[config.mk]
export PLATFORM = sky130hd
export DESIGN_NAME = bus_status_decoder
export DESIGN_NICKNAME = d
export VERILOG_FILES = /design/src/rtl/bsd_pkg.sv /design/src/rtl/bsd_reset_sync.sv /design/src/rtl/bsd_code_norm.sv /design/src/rtl/bsd_track.sv /design/src/rtl/bus_status_decoder.sv
export SDC_FILE = /design/constraint.sdc
export NUM_CORES = 1
export LEC_CHECK = 0
export BUFFER_PORTS_ARGS = -buffer_cell sky130_fd_sc_hd__buf_2
export CAP_MARGIN = 20
export CORE_AREA = 2 2 43 45
export CTS_CLUSTER_DIAMETER = 50
export CTS_CLUSTER_SIZE = 24
export DETAILED_ROUTE_END_ITERATION = 6
export DIE_AREA = 0 0 45 47
export PLACE_DENSITY = 0.73
export REMOVE_ABC_BUFFERS = 1
export SLEW_MARGIN = 20
export SYNTH_ARGS = -nofsm -noshare
export SYNTH_HDL_FRONTEND = slang
export SYNTH_HIERARCHICAL = 1
export SYNTH_SLANG_ARGS = --single-unit
[constraint.sdc]
create_clock -name clk -period 0.8 [get_ports clk]
set_input_delay 0.04 -clock clk [delete_from_list [all_inputs] [get_ports clk]]
set_output_delay 0.04 -clock clk [all_outputs]
set_load 0.02 [all_outputs]
[src/rtl/bsd_pkg.sv]
package bsd_pkg;
  localparam int unsigned CODE_W = 3;
  localparam int unsigned NTYPES = 1 << CODE_W;

  typedef logic [CODE_W-1:0] code_t;
  typedef logic [NTYPES-1:0] tvec_t;

  typedef enum logic [CODE_W-1:0] {
    CYC_INTA  = 3'd0,
    CYC_IORD  = 3'd1,
    CYC_IOWR  = 3'd2,
    CYC_HALT  = 3'd3,
    CYC_FETCH = 3'd4,
    CYC_MRD   = 3'd5,
    CYC_MWR   = 3'd6,
    CYC_IDLE  = 3'd7
  } cyc_e;

  localparam code_t CODE_IDLE = code_t'(CYC_IDLE);
  localparam tvec_t IDLE_HOT  = tvec_t'(1) << CODE_IDLE;
endpackage

[src/rtl/bsd_reset_sync.sv]
module bsd_reset_sync #(
  parameter int unsigned STAGES = 2
) (
  input  logic clk,
  input  logic rst_n_in,
  output logic rst_n_out
);
  logic [STAGES-1:0] sh_q;
  logic [STAGES-1:0] sh_d;

  always_comb begin
    sh_d = {sh_q[STAGES-2:0], 1'b1};
  end

  always_ff @(posedge clk or negedge rst_n_in) begin
    if (!rst_n_in) sh_q <= '0;
    else           sh_q <= sh_d;
  end

  assign rst_n_out = sh_q[STAGES-1];
endmodule

[src/rtl/bsd_code_norm.sv]
module bsd_code_norm
  import bsd_pkg::*;
(
  input  logic  mode_min,
  input  code_t raw,
  output code_t norm,
  output tvec_t hot
);
  // The second encoding differs from the first only in the polarity of the top bit.
  assign norm = raw ^ {mode_min, {(CODE_W-1){1'b0}}};

  for (genvar i = 0; i < NTYPES; i++) begin : g_hot
    assign hot[i] = (norm == code_t'(i));
  end
endmodule

[src/rtl/bsd_track.sv]
module bsd_track
  import bsd_pkg::*;
(
  input  logic  clk,
  input  logic  rst_n,
  input  logic  hold_ack,
  input  code_t cur,
  input  tvec_t cur_hot,
  output tvec_t type_o,
  output logic  start_o,
  output logic  end_o,
  output logic  err_o,
  output logic  valid_o
);
  logic  first_q, first_d;
  code_t prev_q, prev_d;
  tvec_t type_q, type_d;
  logic  type_en;
  logic  start_q, end_q, err_q, valid_q;
  logic  smp_ok, cur_idle, prev_idle;
  logic  is_start, is_end, is_err;

  always_comb begin
    smp_ok    = !first_q && !hold_ack;
    cur_idle  = (cur == CODE_IDLE);
    prev_idle = (prev_q == CODE_IDLE);
    is_start  = smp_ok && prev_idle && !cur_idle;
    is_end    = smp_ok && !prev_idle && cur_idle;
    is_err    = smp_ok && !prev_idle && !cur_idle && (cur != prev_q);
    first_d   = 1'b0;
    prev_d    = smp_ok ? cur : CODE_IDLE;
    type_en   = !smp_ok || is_start || is_end || (type_q == '0);
    if (!smp_ok)      type_d = '0;
    else if (is_start) type_d = cur_hot;
    else              type_d = IDLE_HOT;
  end

  always_ff @(posedge clk or negedge rst_n) begin
    if (!rst_n) begin
      first_q <= 1'b1;
      prev_q  <= CODE_IDLE;
      type_q  <= '0;
      start_q <= 1'b0;
      end_q   <= 1'b0;
      err_q   <= 1'b0;
      valid_q <= 1'b0;
    end else begin
      first_q <= first_d;
      prev_q  <= prev_d;
      if (type_en) type_q <= type_d;
      start_q <= is_start;
      end_q   <= is_end;
      err_q   <= is_err;
      valid_q <= smp_ok;
    end
  end

  assign type_o  = type_q;
  assign start_o = start_q;
  assign end_o   = end_q;
  assign err_o   = err_q;
  assign valid_o = valid_q;

  assert_type_onehot_R9: assert property (@(posedge clk) disable iff (!rst_n)
    valid_q |-> $countones(type_q) == 1);
  assert_quiet_invalid_R9: assert property (@(posedge clk) disable iff (!rst_n)
    !valid_q |-> (type_q == '0) && !start_q && !end_q && !err_q);
  assert_no_start_end_R3: assert property (@(posedge clk) disable iff (!rst_n)
    !(start_q && end_q));
  assert_start_type_R3: assert property (@(posedge clk) disable iff (!rst_n)
    start_q |-> !type_q[NTYPES-1] && (type_q != '0));
  assert_end_idle_R5: assert property (@(posedge clk) disable iff (!rst_n)
    end_q |-> type_q == IDLE_HOT);
  assert_type_stable_R4: assert property (@(posedge clk) disable iff (!rst_n)
    (valid_q && $past(valid_q) && !start_q && !end_q) |-> $stable(type_q));
  assert_hold_quiet_R7: assert property (@(posedge clk) disable iff (!rst_n)
    hold_ack |=> !valid_q);
endmodule

[src/rtl/bus_status_decoder.sv]
module bus_status_decoder
  import bsd_pkg::*;
#(
  parameter int unsigned SYNC_STAGES = 2
) (
  input  logic              clk,
  input  logic              rst_n,
  input  logic              mode_min,
  input  logic [CODE_W-1:0] st_code,
  input  logic              hold_ack,
  output logic [NTYPES-1:0] cyc_type,
  output logic              cyc_start,
  output logic              cyc_end,
  output logic              proto_err,
  output logic              stat_valid
);
  logic  rst_n_s;
  code_t norm;
  tvec_t hot;

  bsd_reset_sync #(.STAGES(SYNC_STAGES)) u_rst (
    .clk      (clk),
    .rst_n_in (rst_n),
    .rst_n_out(rst_n_s)
  );

  bsd_code_norm u_norm (
    .mode_min(mode_min),
    .raw     (st_code),
    .norm    (norm),
    .hot     (hot)
  );

  bsd_track u_trk (
    .clk     (clk),
    .rst_n   (rst_n_s),
    .hold_ack(hold_ack),
    .cur     (norm),
    .cur_hot (hot),
    .type_o  (cyc_type),
    .start_o (cyc_start),
    .end_o   (cyc_end),
    .err_o   (proto_err),
    .valid_o (stat_valid)
  );

  assert_err_excl_R6: assert property (@(posedge clk) disable iff (!rst_n_s)
    proto_err |-> !cyc_start && !cyc_end && stat_valid);
endmodule

==> flow_metrics.tcl <==
set metrics [dict create \
    netlist_instances 64 \
    comb_power_share 0.251 \
    crit_type "reg2reg" \
    p_per_area_nw_per_um2 1400 \
    grt_pass1_vias 648 \
    status "finished, violations left" \
    cp_num_buf_inv 1 \
    drtPass1Iterations 4 \
    grt_pass1_wl_um 2980 \
    power_frac_seq 0.518 \
    synth.avg_cell_area_um2 12.5 \
    ant_nets 0 \
    timing.fmax_mhz 748 \
    layout-drive-gt1-share 0.609 \
    avgViaCountPerCell 5.19 \
    postLayoutCellArea_um2 1340 \
    row_count 15 \
    num-fill-cells 103 \
    ioPinCount 19 \
    cp_top_family "flip-flops" \
    worstSetupEndpointType "register" \
    syn2layout_area_growth_pct 68.0 \
    fin_crit_ns 1.34 \
    worstSkewPairLatency_ns 0.28 \
    p_sw_frac 0.268 \
    skew_ns 0.00102 \
    critPathMostFrequentCell "and3_4" \
    antenna_found_initial 0 \
    drt_iter0_drc 10 \
    clockBufferDepth 2 \
    max_stage_delay_ns 0.58 \
    cts_tree "built" \
    drc_errors 0 \
    holdCritPathClass "in2reg" \
    rsz0062_at_grt "true" \
    crit_arrival_ns 1.56 \
    start_kind "register" \
    die_y_um 47 \
    cts_made_buffers 3 \
    seq_area_frac_synth 0.571 \
    io_buffers 18 \
    fin_nets 124 \
    initial_core_util 0.483 \
    cp.required_ns 1.02 \
    worst_path_max_delay_cell "dfstp_2" \
    hold_slack_ns 0.0326 \
    synth_area_leader_cell "dfrtp_1" \
    leakagePower_nw 0.643 \
    antennaDiodeCount 0 \
    finalCritPeriodShare 1.67 \
    drv_cap 0 \
    preCtsSetupSlack_ns -0.583 \
    synth_seq_cells 18 \
    p_int_mw 1.38 \
    die_x_um 45 \
    p_switching_uw 503 \
    root_buffer "clkbuf_4" \
    ir_worst_vdd_uv 1210 \
    overflow 0 \
    synth_cell_types 25 \
    syn-cell-area_um2 798 \
    slew_viol_final 0 \
    wl_per_cell_um 15.2 \
    power.share.clock 0.231 \
    setup_viol 27 \
    critical_path.cell_chain "buf_6 -> and3_4 -> and3_4 -> a32o_1" \
    clk_pin_slew_ns 0.10 \
    synth_top_cell_area_share 0.439 \
    finalWorstSetupSlack_ns -0.536 \
    grt_use_total 0.201 \
    synth_area_leaders "dfrtp_1 (44%), dfstp_2 (13%), a32o_1 (8.8%)" \
    hold_viol 0 \
    place_area_um2 1080 \
    totalWireLength_um 2010 \
    htreeDepth 1 \
    grt_start_max_net_pins 17 \
    violations "negative setup slack" \
    die-area_um2 2120 \
    gp_congestion 0.885 \
    ys.warnings.count 6 \
    crit_fanout 8 \
    dp_hpwl_um 1380 \
    cts_sinks 18 \
    fp.coreArea_um2 1650 \
    num_vias 685 \
]
worst register-to-register path, stage by stage, from the launching register on:
cell and delay [ns]:
dfstp_2 0.58, buf_6 0.11, and3_4 0.19, and3_4 0.24, a32o_1 0.15
power groups by stage:
stage	clock network, mW	logic [mW]	registers (mW)
5_1_grt	0.487	0.509	0.976
3_5_place_dp	0	0.366	0.981
6_report	0.434	0.473	0.973
4_1_cts	0.461	0.433	0.972
2_1_floorplan	0	0.135	1.02
3_3_place_gp	0	0.361	0.979
metal layers:
layer / vias to the layer above / routed length (um) / track usage
met3: 4 / 69 / 0.0308
met2: 14 / 992 / 0.343
met5: - / 0 / 0
met1: 332 / 909 / 0.253
met4: 0 / 32 / 0.0941
li1: 335 / - / -
placed cells by master, fill, tap and decap left out, types with 3 or more instances in the layout:
| master | n |
|---|---|
| buf_6 | 25 |
| nor2_1 | 6 |
| dfstp_2 | 4 |
| dfrtp_1 | 14 |
| a32o_1 | 7 |
| buf_2 | 6 |
| buf_4 | 18 |
| clkbuf_4 | 3 |
| xnor2_2 | 3 |
kinds of logic (layout without fill, tap and decap cells):
group           after synthesis  after routing  synth area share
simple gates                 23             23             0.183
flops                        18             18             0.571
compound gates               11             11             0.121
xor+xnor                      5              5            0.0737
buf+inv                       5             56            0.0423
other cells                   2              2           0.00941
path summary, 6_finish.rpt:
path / end / slack (ns) / startpoint / cells after the start
min reg2reg: u_trk/type_o[5]$_DFFE_PN0P_ / 0.18 / u_rst/sh_q[1]$_DFF_PN0_ / 1
max: u_trk/type_o[1]$_DFFE_PN0P_ / -0.54 / u_trk/prev_q[2]$_DFF_PN1_ / 4
min in group asynchronous: u_rst/sh_q[0]$_DFF_PN0_ / 0.07 / rst_n / 2
max reg2reg: u_trk/type_o[1]$_DFFE_PN0P_ / -0.54 / u_trk/prev_q[2]$_DFF_PN1_ / 4
min: u_trk/end_o$_DFF_PN0_ / 0.03 / hold_ack / 2
max in group asynchronous: u_trk/prev_q[0]$_DFF_PN1_ / 0.37 / u_rst/sh_q[1]$_DFF_PN0_ / 1
registers in the layout, summed over array words and instances, names as in the netlist:
name	cells
u_trk/prev_q	3
u_trk/type_o	8
u_rst/sh_q	2
u_trk/start_o	1
u_trk/err_o	1
u_trk/first_q	1
u_trk/end_o	1
u_trk/valid_o	1
synthesized netlist by cell type:
master	count
inv_2	1
nor2_4	1
nand3_1	2
dfstp_2	4
nor2_1	6
nor4_1	2
a31oi_1	1
conb_1	2
and3_4	1
nor3_2	1
nor3_1	2
nand2_1	1
dfrtp_1	14
a311o_1	1
or3_1	3
and3_1	1
a32o_1	7
nand2b_1	2
a21oi_1	2
buf_6	1
xnor2_2	2
nand3_4	1
inv_1	1
xnor2_1	3
buf_4	2
layout make-up:
type | instances | area (um2) | area share
Timing Repair Buffer | 51 | 477 | 0.355
Sequential cell | 18 | 455 | 0.340
Multi-Input combinational cell | 41 | 358 | 0.267
Clock buffer | 3 | 22.5 | 0.0168
Tap cell | 17 | 21.3 | 0.0159
Inverter | 2 | 7.51 | 0.00560
what timing repair did:
action                                  in CTS  in global routing
pin swaps                                   11                  8
cloned                                       0                  0
endpoints found under the hold margin        3                  0
gates resized for setup                     38                  8
hold buffers                                 1                  0
endpoints found under the setup margin      27                 27
setup buffers                                5                  4
metrics by stage:
stage	setup TNS [ns]	util	instances	total power [mW]
after CTS	-6.92	0.777	129	1.87
after global routing	-7.68	0.812	132	1.97
after detailed placement	-5.81	0.652	120	1.35
after floorplan	-3.93	-	61	1.15
after global placement	-5.47	0.652	120	1.34
final	-6.98	0.812	132	1.88
Power figures use the tool's default switching activity.
